===== src/rtl/slotseq_pkg.sv =====
package slotseq_pkg;

    // Opcode presented in the fetch slot (slot 0).
    localparam logic [4:0] FETCH_CODE = 5'b01000;

    // Lowest bit of the opcode field for packed slot k (k counts from 1).
    function automatic int field_lsb(input int word_w, input int op_w, input int k);
        return word_w - k * op_w;
    endfunction

endpackage


===== src/rtl/slotseq_counter.sv =====
module slotseq_counter #(
    parameter int OPS_PER_WORD = 3,
    parameter int SLOT_W       = 2
) (
    input  logic              clk,
    input  logic              clr_n,
    input  logic              restart_i,
    output logic [SLOT_W-1:0] slot_o
);
    localparam logic [SLOT_W-1:0] LAST_SLOT = SLOT_W'(OPS_PER_WORD);

    typedef struct packed {
        logic [SLOT_W-1:0] slot;
    } cnt_state_t;

    cnt_state_t state_d, state_q;

    always_comb begin
        state_d = state_q;
        if (restart_i) begin
            state_d.slot = '0;
        end else if (state_q.slot == LAST_SLOT) begin
            state_d.slot = '0;
        end else begin
            state_d.slot = state_q.slot + 1'b1;
        end
    end

    always_ff @(posedge clk or negedge clr_n) begin
        if (!clr_n) begin
            state_q <= '0;
        end else begin
            state_q <= state_d;
        end
    end

    assign slot_o = state_q.slot;

endmodule


===== src/rtl/slotseq_ireg.sv =====
module slotseq_ireg #(
    parameter int WORD_W = 16
) (
    input  logic              clk,
    input  logic              clr_n,
    input  logic              load_i,
    input  logic [WORD_W-1:0] data_i,
    output logic [WORD_W-1:0] word_o
);
    typedef struct packed {
        logic [WORD_W-1:0] word;
    } ir_state_t;

    ir_state_t state_d, state_q;

    always_comb begin
        state_d = state_q;
        if (load_i) begin
            state_d.word = data_i;
        end
    end

    always_ff @(posedge clk or negedge clr_n) begin
        if (!clr_n) begin
            state_q <= '0;
        end else begin
            state_q <= state_d;
        end
    end

    assign word_o = state_q.word;

endmodule


===== src/rtl/slotseq_opsel.sv =====
module slotseq_opsel #(
    parameter int              OP_W         = 5,
    parameter int              OPS_PER_WORD = 3,
    parameter int              SLOT_W       = 2,
    parameter logic [OP_W-1:0] FETCH        = slotseq_pkg::FETCH_CODE
) (
    input  logic [OPS_PER_WORD*OP_W-1:0] fields_i,
    input  logic [SLOT_W-1:0]            slot_i,
    output logic [OP_W-1:0]              opcode_o
);
    localparam int PACK_W = OPS_PER_WORD * OP_W;

    logic [OP_W-1:0] field [OPS_PER_WORD+1];

    assign field[0] = FETCH;

    for (genvar k = 1; k <= OPS_PER_WORD; k++) begin : g_field
        localparam int LSB = slotseq_pkg::field_lsb(PACK_W, OP_W, k);
        assign field[k] = fields_i[LSB +: OP_W];
    end

    always_comb begin
        opcode_o = FETCH;
        for (int k = 1; k <= OPS_PER_WORD; k++) begin
            if (slot_i == SLOT_W'(k)) begin
                opcode_o = field[k];
            end
        end
    end

endmodule


===== src/rtl/slot_sequencer.sv =====
module slot_sequencer #(
    parameter int WORD_W       = 16,
    parameter int OP_W         = 5,
    parameter int OPS_PER_WORD = 3,
    parameter int ARG_W        = 10,
    parameter int ADDR_W       = 16,
    localparam int SLOT_W      = $clog2(OPS_PER_WORD + 1),
    localparam int PAGE_W      = ADDR_W - ARG_W
) (
    input  logic              clk,
    input  logic              clr_n,
    input  logic              load_i,
    input  logic              restart_i,
    input  logic [WORD_W-1:0] mem_data_i,
    input  logic [PAGE_W-1:0] page_i,
    output logic [OP_W-1:0]   opcode_o,
    output logic [SLOT_W-1:0] slot_o,
    output logic [ARG_W-1:0]  target_o,
    output logic [ADDR_W-1:0] branch_addr_o
);
    localparam int PACK_W = OPS_PER_WORD * OP_W;

    logic [WORD_W-1:0] word_q;
    logic [SLOT_W-1:0] slot_q;

    slotseq_counter #(
        .OPS_PER_WORD(OPS_PER_WORD),
        .SLOT_W      (SLOT_W)
    ) u_counter (
        .clk      (clk),
        .clr_n    (clr_n),
        .restart_i(restart_i),
        .slot_o   (slot_q)
    );

    slotseq_ireg #(
        .WORD_W(WORD_W)
    ) u_ireg (
        .clk   (clk),
        .clr_n (clr_n),
        .load_i(load_i),
        .data_i(mem_data_i),
        .word_o(word_q)
    );

    slotseq_opsel #(
        .OP_W        (OP_W),
        .OPS_PER_WORD(OPS_PER_WORD),
        .SLOT_W      (SLOT_W),
        .FETCH       (slotseq_pkg::FETCH_CODE)
    ) u_opsel (
        .fields_i(word_q[WORD_W-1 -: PACK_W]),
        .slot_i  (slot_q),
        .opcode_o(opcode_o)
    );

    assign slot_o        = slot_q;
    assign target_o      = word_q[ARG_W-1:0];
    assign branch_addr_o = {page_i, word_q[ARG_W-1:0]};

endmodule


===== config.mk =====
export PLATFORM = sky130hd
export DESIGN_NAME = slot_sequencer
export DESIGN_NICKNAME = d
export VERILOG_FILES = /design/src/rtl/slotseq_pkg.sv /design/src/rtl/slotseq_counter.sv /design/src/rtl/slotseq_ireg.sv /design/src/rtl/slotseq_opsel.sv /design/src/rtl/slot_sequencer.sv
export SDC_FILE = /design/constraint.sdc
export NUM_CORES = 1
export LEC_CHECK = 0
export ABC_CLOCK_PERIOD_IN_PS = 1400
export BUFFER_PORTS_ARGS = -buffer_cell sky130_fd_sc_hd__buf_2
export CORE_ASPECT_RATIO = 1.1
export CORE_MARGIN = 3
export CORE_UTILIZATION = 44
export CTS_CLUSTER_DIAMETER = 200
export DETAILED_ROUTE_END_ITERATION = 8
export PLACE_DENSITY = 0.78
export SKIP_CTS_REPAIR_TIMING = 1
export SLEW_MARGIN = 20
export SYNTH_ARGS = -nofsm -noshare
export SYNTH_HDL_FRONTEND = slang
export SYNTH_SLANG_ARGS = --single-unit

===== constraint.sdc =====
create_clock -name clk -period 1.4 [get_ports clk]
set_input_delay 0.28 -clock clk [delete_from_list [all_inputs] [get_ports clk]]
set_output_delay 0.28 -clock clk [all_outputs]
set_load 0.05 [all_outputs]

==> results of run 1 <==
-- logic make-up (layout without fill, tap and decap cells) --
logic type | count (synthesis) | count (layout) | synth area share (%)
compound gates | 9 | 9 | 4.41
fa+ha+maj | 3 | 3 | 3.48
buf+inv | 32 | 58 | 22.6
flops | 18 | 18 | 41.8
mux | 16 | 16 | 20.2
simple gates | 13 | 13 | 7.54
-- cells in the mapped netlist (2+ instances only) --
library cell | number | area [sq um]
a21oi_1 | 8 | 40.0
buf_2 | 2 | 10.0
buf_4 | 26 | 195
dfrtp_1 | 18 | 450
ha_1 | 3 | 37.5
inv_1 | 2 | 7.51
mux2_2 | 6 | 67.6
mux2_4 | 10 | 150
nand3b_1 | 4 | 30.0
nor2b_1 | 5 | 31.3
-- cells in the final DEF (no fill, tap or decap), drive strengths merged --
cell type	instances
a21oi	8
dfrtp	18
dlygate4sd3	1
ha	3
nor2	1
clkbuf	4
nor2b	5
buf	51
nor3	1
o31ai	1
nand2	1
inv	2
nand3b	4
nor3b	1
mux2	16
-- metrics by stage --
step / instance area [sq um] / worst slack, ns / hold WS [ns]
after floorplan: 1170 / -0.417 / -0.0156
after global placement: 1210 / -0.214 / 0.227
after detailed placement: 1210 / -0.262 / 0.236
after CTS: 1240 / -0.617 / -0.110
after global routing: 1370 / -0.537 / 0.112
final: 1370 / -0.460 / 0.114
-- flip-flops by register name, indices dropped and copies added, names as in the netlist --
name / cells
u_ireg.word_o: 16
u_counter.slot_o: 2
-- per-layer routing --
| metal | GRT usage, % | part of all wire [%] |
|---|---|---|
| met1 | 17.7 | 40 |
| met2 | 22.1 | 48 |
| met3 | 3.08 | 9.8 |
| met4 | 7.66 | 1.7 |
| met5 | 0 | 0 |
-- critical path, stage by stage, from the launching register on --
cell and delay [ns]:
dfrtp_2 0.46, inv_2 0.08, ha_4 0.16, buf_6 0.14, nor3b_4 0.05, o31ai_4 0.19
buf_6 0.19
-- report_power, final --
part / switching (mW) / leakage [nW] / internal [mW] / total [mW]
Sequential: 0.0584 / 0.210 / 0.574 / 0.633
Clock: 0.167 / 0.0150 / 0.111 / 0.278
Combinational: 0.501 / 0.416 / 0.292 / 0.792
Total: 0.726 / 0.641 / 0.977 / 1.70
-- how the worst max path moves through the flow --
stage / from / to / slack, ns / depth (start not counted)
after floorplan: u_counter.slot_o[0] / opcode_o[3] / -0.42 / 5
after global placement: u_counter.slot_o[1] / opcode_o[1] / -0.21 / 4
after detailed placement: u_counter.slot_o[1] / opcode_o[2] / -0.26 / 4
after CTS: u_counter.slot_o[1] / opcode_o[2] / -0.62 / 4
after global routing: u_counter.slot_o[1] / opcode_o[0] / -0.54 / 6
final: u_counter.slot_o[0] / opcode_o[3] / -0.46 / 6
-- cell type report --
| type | instances | area, sq um |
|---|---|---|
| fillers | 200 | 925 |
| flip-flops and latches | 18 | 453 |
| multi-input cells | 41 | 514 |
| clock buffers | 4 | 26.3 |
| inverters | 2 | 7.51 |
| repair buffers | 52 | 334 |
| well taps | 30 | 37.5 |
==> impl_results.md, run 1 <==
- Status: complete, but fails checks
- Failing checks: setup timing
- Fmax: 538 MHz
- Pwr dens: ~1200 nW/um^2
- Antenna Cells: 0
- Critical path capture point type: output pin
- Hold path start: restart_i
- Hold path depth: 2
- Mapped Area: 1080 sq um
- Syn Nets: 120
- Area Overhead vs Synth: 27.3%
- RSZ-0062 raised after global routing: true
- CP Max Fanout: 6
- Ports: 59
- Detail Placement HPWL: 1500 um
- Max Clock Skew: ~0.000034 ns
- Post-synthesis cell count: 91
- RR Endpoint: u_counter.slot_o[0]
- Setup_tns: -2.28 ns
- Die Y: just under 60 um
- Asr flop ratio synth: 100%
- PortBufs: 46
- Register area share after synthesis: roughly two fifths
- Kind of critical path: reg -> out
- Total Power: ~1.7 mW
- Clk pin slew, worst setup/hold paths: around 0.11 ns
- Total Wirelength: 2150 um
- Die Width: about 53 um
- Min-Delay Path Class: in -> reg
- Crit path DAT: roughly 1.6 ns
- End of the worst hold path: u_counter.slot_o[1]
- # Max-Cap Violations: 0
- Crit path launch type: register
- Num rows: 18
- Top_reg_cell synth: dfrtp_1
- Netlist cell types: 17
- Crit path required time: 1.12 ns
- Slew headroom: 68.7%
- Root buf cell: clkbuf_4
- Fin nets: 147
- Core ar.: between 2000 and 2500 sq um
- TritonCTS buffer count: 3
- Vias/cell: between 4 and 5
- Reg2Reg Setup Slack: ~0.36 ns
- Peak supply drop: ~640 uV
- Vias in the first global route: 727
- Final Hold Violating Endpoints: 0
- First-pass GRT wire length: approximately 3100 um
- ANT nets after route: 0
- Clock sink total: 18
- Via count: a little over 700
- Non-Filler Instances: 147
- Final Cycle Share: 133%
- Final min period: 1.86 ns
- Seq cells post-synth: 18
- Reg2reg start: u_counter.slot_o[0]
- # H-tree levels: 1
- DP Cell Count: 140
- Clock Latency Late Sink: roughly 0.3 ns
- Total die area: around 3100 sq um
- R2R depth: 3
- Initial core utilization: a little under half
- CTS tree: done
- Number of flops mapped to enable cells by yosys: 0
- Gr ovfl total: 0
- Final setup vio count: 6
- Initial antenna violation count: 0
- Mean Syn Cell Area: 11.9 sq um
- Pre-antenna DRT Iters: 4
- Longest Clk Path Bufs: 2
- Worst-Margin Slew: 0.469 ns
- GP Congestion: ~0.69
- Routed len/inst: about 15 um
- Yosys Warn Count: 0
- DR iter-0 viols: 8
- Final Util: roughly 60%
- Max Slew Vio Count: 0
- Gr usage total: 14.1%
- Pin count of the biggest net entering global routing: 19
- Layout cells sized above 1: about three quarters
- Leak Pwr: between 0.6 and 0.7 nW
- Residual DRC: 0
- Setup WS post-layout: -0.460 ns
No activity file was read; power rests on OpenSTA's default activity.
==> inputs of run 2 (changes only) <==
--- a/config.mk
+++ b/config.mk
@@ -9,12 +9,13 @@
 export BUFFER_PORTS_ARGS = -buffer_cell sky130_fd_sc_hd__buf_2
 export CORE_ASPECT_RATIO = 1.1
 export CORE_MARGIN = 3
-export CORE_UTILIZATION = 44
+export CORE_UTILIZATION = 42
 export CTS_CLUSTER_DIAMETER = 200
 export DETAILED_ROUTE_END_ITERATION = 8
-export PLACE_DENSITY = 0.78
+export PLACE_DENSITY = 0.77
 export SKIP_CTS_REPAIR_TIMING = 1
 export SLEW_MARGIN = 20
 export SYNTH_ARGS = -nofsm -noshare
 export SYNTH_HDL_FRONTEND = slang
+export SYNTH_HIERARCHICAL = 1
 export SYNTH_SLANG_ARGS = --single-unit
==> run 2 against run 1 <==
- the flow still finishes with violations (setup timing)
- die area down 4.0%
- clock skew up 0.0092 ns
- cell area down 6.2%
- via count down 14%
- routed wire length down 13%
- core utilization up 1.4 points
- fmax up 6.3%
- synthesized area down 8.8%
- global-route usage down 1.3 points
- flip-flop and latch count unchanged
- critical path depth down 3
- non-clock buffer count up 2
- largest cell class is now sequential cells
==> impl_results.md, run 2 <==
- Vias/cell: between 4 and 5
- Area contributors post-synth: dfrtp_1 46%, mux2_4 21%, buf_4 12%, mux2_2 6.9%, a22o_1 3.6%
- PortBufs: 46
- Gr usage total: 12.8%
- Total Wirelength: about 1900 um
- Most common cell after layout, fill and taps aside: buf_2
- Mean Syn Cell Area: about 14 sq um
- Num rows: 17
- Ports: slightly below 60
- Most common cell in the netlist: dfrtp_1
- Synth area leader: dfrtp_1
- CP Max Fanout: 7
- Residual DRC: 0
- Setup WS post-layout: -0.350 ns
- Antenna Cells: 0
- # Max-Cap Violations: 0
- Hold path start: restart_i
- Peak supply drop: slightly above 1000 uV
- Root buf cell: clkbuf_4
- Die Width: roughly 52 um
- Routed len/inst: ~14 um
- RSZ-0062 raised after global routing: true
- Status: complete, but fails checks
- Internal power: approximately 1 mW
- Clock Latency Late Sink: between 0.2 and 0.3 ns
- Die Y: about 57 um
- Failing checks: setup timing
- DR iter-0 viols: 1
- Clock sink total: 18
- Via count: between 600 and 700
- Cell breakdown of the critical path: mux2_4 -> a22o_4 -> buf_8
- Number of flops mapped to enable cells by yosys: 0
- Top_reg_cell synth: dfrtp_1
- Kind of critical path: reg -> out
- Netlist cell types: 14
- Max Slew Vio Count: 0
- Non-Filler Instances: between 100 and 150
- Max reg flops: 16
- Clk pin slew, worst setup/hold paths: ~0.11 ns
- Initial core utilization: 46.7%
- Post-synthesis cell count: 68
- Sw power: between 600 and 700 uW
- Final min period: approximately 1.7 ns
- Area Overhead vs Synth: 30.9%
- ANT nets after route: 0
- Fin nets: between 100 and 150
- Total die area: between 2000 and 3000 sq um
- Total Power: around 1.7 mW
- Final Util: ~60%
- Critical path's largest stage delay: a little under 0.5 ns
- DP Cell Count: between 100 and 150
- Detail Placement HPWL: 1440 um
- Worst-Margin Slew: around 0.44 ns
- Final Hold Violating Endpoints: 0
- Leak Pwr: around 0.67 nW
- Register area share after synthesis: a little under half
- Layout cells sized above 1: about four fifths
- Syn Nets: 95
- TritonCTS buffer count: 3
- Mapped Area: about 980 sq um
- Seq cells post-synth: 18
- Reg2reg start: u_counter/slot_o[0]
- Crit path required time: roughly 1.1 ns
- Critical path capture point type: output pin
- # H-tree levels: 1
- Final setup vio count: 6
- Final instance area: around 1300 sq um
- Fmax: 572 MHz
- Min-Delay Path Class: in -> reg
- Slew headroom: 70.6%
- Worst setup startpoint: u_counter/slot_o[0]
- Longest Clk Path Bufs: 2
- Pin count of the biggest net entering global routing: 19
- Crit path DAT: 1.47 ns
- DP Worst Slack: -0.0698 ns
- Most frequent cells in the layout: 39 x buf_2, 16 x dfrtp_1, 14 x mux2_4
- Crit path launch type: register
- Comb power frac: around 44%
- Yosys Warn Count: 6
- Asr flop ratio synth: 100%
- Final Cycle Share: 125%
- Area fraction of the dominant cell type after synthesis: ~46%
- Vias in the first global route: around 640
- Pwr dens: ~1300 nW/um^2
- Placed Area: roughly 1100 sq um
- GP Congestion: roughly 0.75
- Pre-antenna DRT Iters: 2
- CTS tree: done
- Initial antenna violation count: 0
- Gr ovfl total: 0
- Switch share: a little under 40%
- Core ar.: roughly 2100 sq um
- Top post-synthesis cells by count: 18 x dfrtp_1, 16 x buf_4, 14 x mux2_4
- Max Clock Skew: 0.00921 ns
- Share of power burned in registers: 36.7%
- Crit-path slowest cell: dfrtp_2
- First-pass GRT wire length: between 2000 and 3000 um
- Clock share of power: between 10% and 20%
-- run 2: cell types whose count changed after synthesis, moves of 4 or more --
cell	delta
nor2b_1	-4
nand3b_1	-4
mux2_4	+4
a21oi_1	-8
buf_4	-10
a22o_1	+4
-- run 2: final cells by class --
type,instances,area (sq um)
multi-input cells,30,408
clock buffers,4,36.3
inverters,1,3.75
fillers,158,818
repair buffers,54,352
well taps,28,35.0
flip-flops and latches,18,453
-- run 2: critical path, delay by kind of cell (launching register included) --
kind                   cells  cell delay, ns
AOI/OAI and AO/OA          1            0.22
buffers and inverters      1            0.15
DFF                        1            0.49
muxes                      1            0.32
-- run 2: stage by stage --
stage | hold slack, ns | TNS [ns]
final | 0.153 | -1.73
after global routing | 0.144 | -2.06
after CTS | -0.107 | -2.06
after detailed placement | 0.223 | -0.290
after global placement | 0.219 | -0.245
after floorplan | -0.0156 | -1.07
-- run 2: per-layer routing --
metal	global-route usage (%)	up-vias	wire length, um
li1	-	298	-
met1	15.3	293	737
met2	21.4	28	962
met3	1.86	2	156
met4	7.30	0	14
met5	0	-	0
-- run 2: final timing paths --
| kind | to | slack [ns] | depth (start not counted) |
|---|---|---|---|
| max in group asynchronous | u_counter/slot_o[0] | 0.67 | 2 |
| max reg2reg | u_counter/slot_o[1] | 0.16 | 4 |
| min in group asynchronous | u_ireg/word_o[11] | 0.42 | 2 |
| min | u_counter/slot_o[1] | 0.15 | 2 |
| max | opcode_o[2] | -0.35 | 3 |
| min reg2reg | u_ireg/word_o[10] | 0.53 | 1 |
-- run 2: cells by family (layout without fill, tap and decap cells) --
| group | count (synthesis) | count (layout) | share of synthesized area, % |
|---|---|---|---|
| multiplexers | 21 | 21 | 29.3 |
| buffers and inverters | 20 | 59 | 16.9 |
| flip-flops | 18 | 18 | 45.8 |
| adder cells (fa/ha/maj) | 1 | 1 | 1.27 |
| AO/OA/AOI/OAI | 5 | 5 | 4.33 |
| AND/OR/NAND/NOR | 3 | 3 | 2.42 |
-- run 2: power by group through the flow --
stage,combinational [mW],sequential (mW),clock [mW]
after floorplan,0.458,0.755,0
final,0.748,0.619,0.319
after detailed placement,0.658,0.628,0
after global placement,0.653,0.626,0
after CTS,0.660,0.618,0.328
after global routing,0.779,0.630,0.346
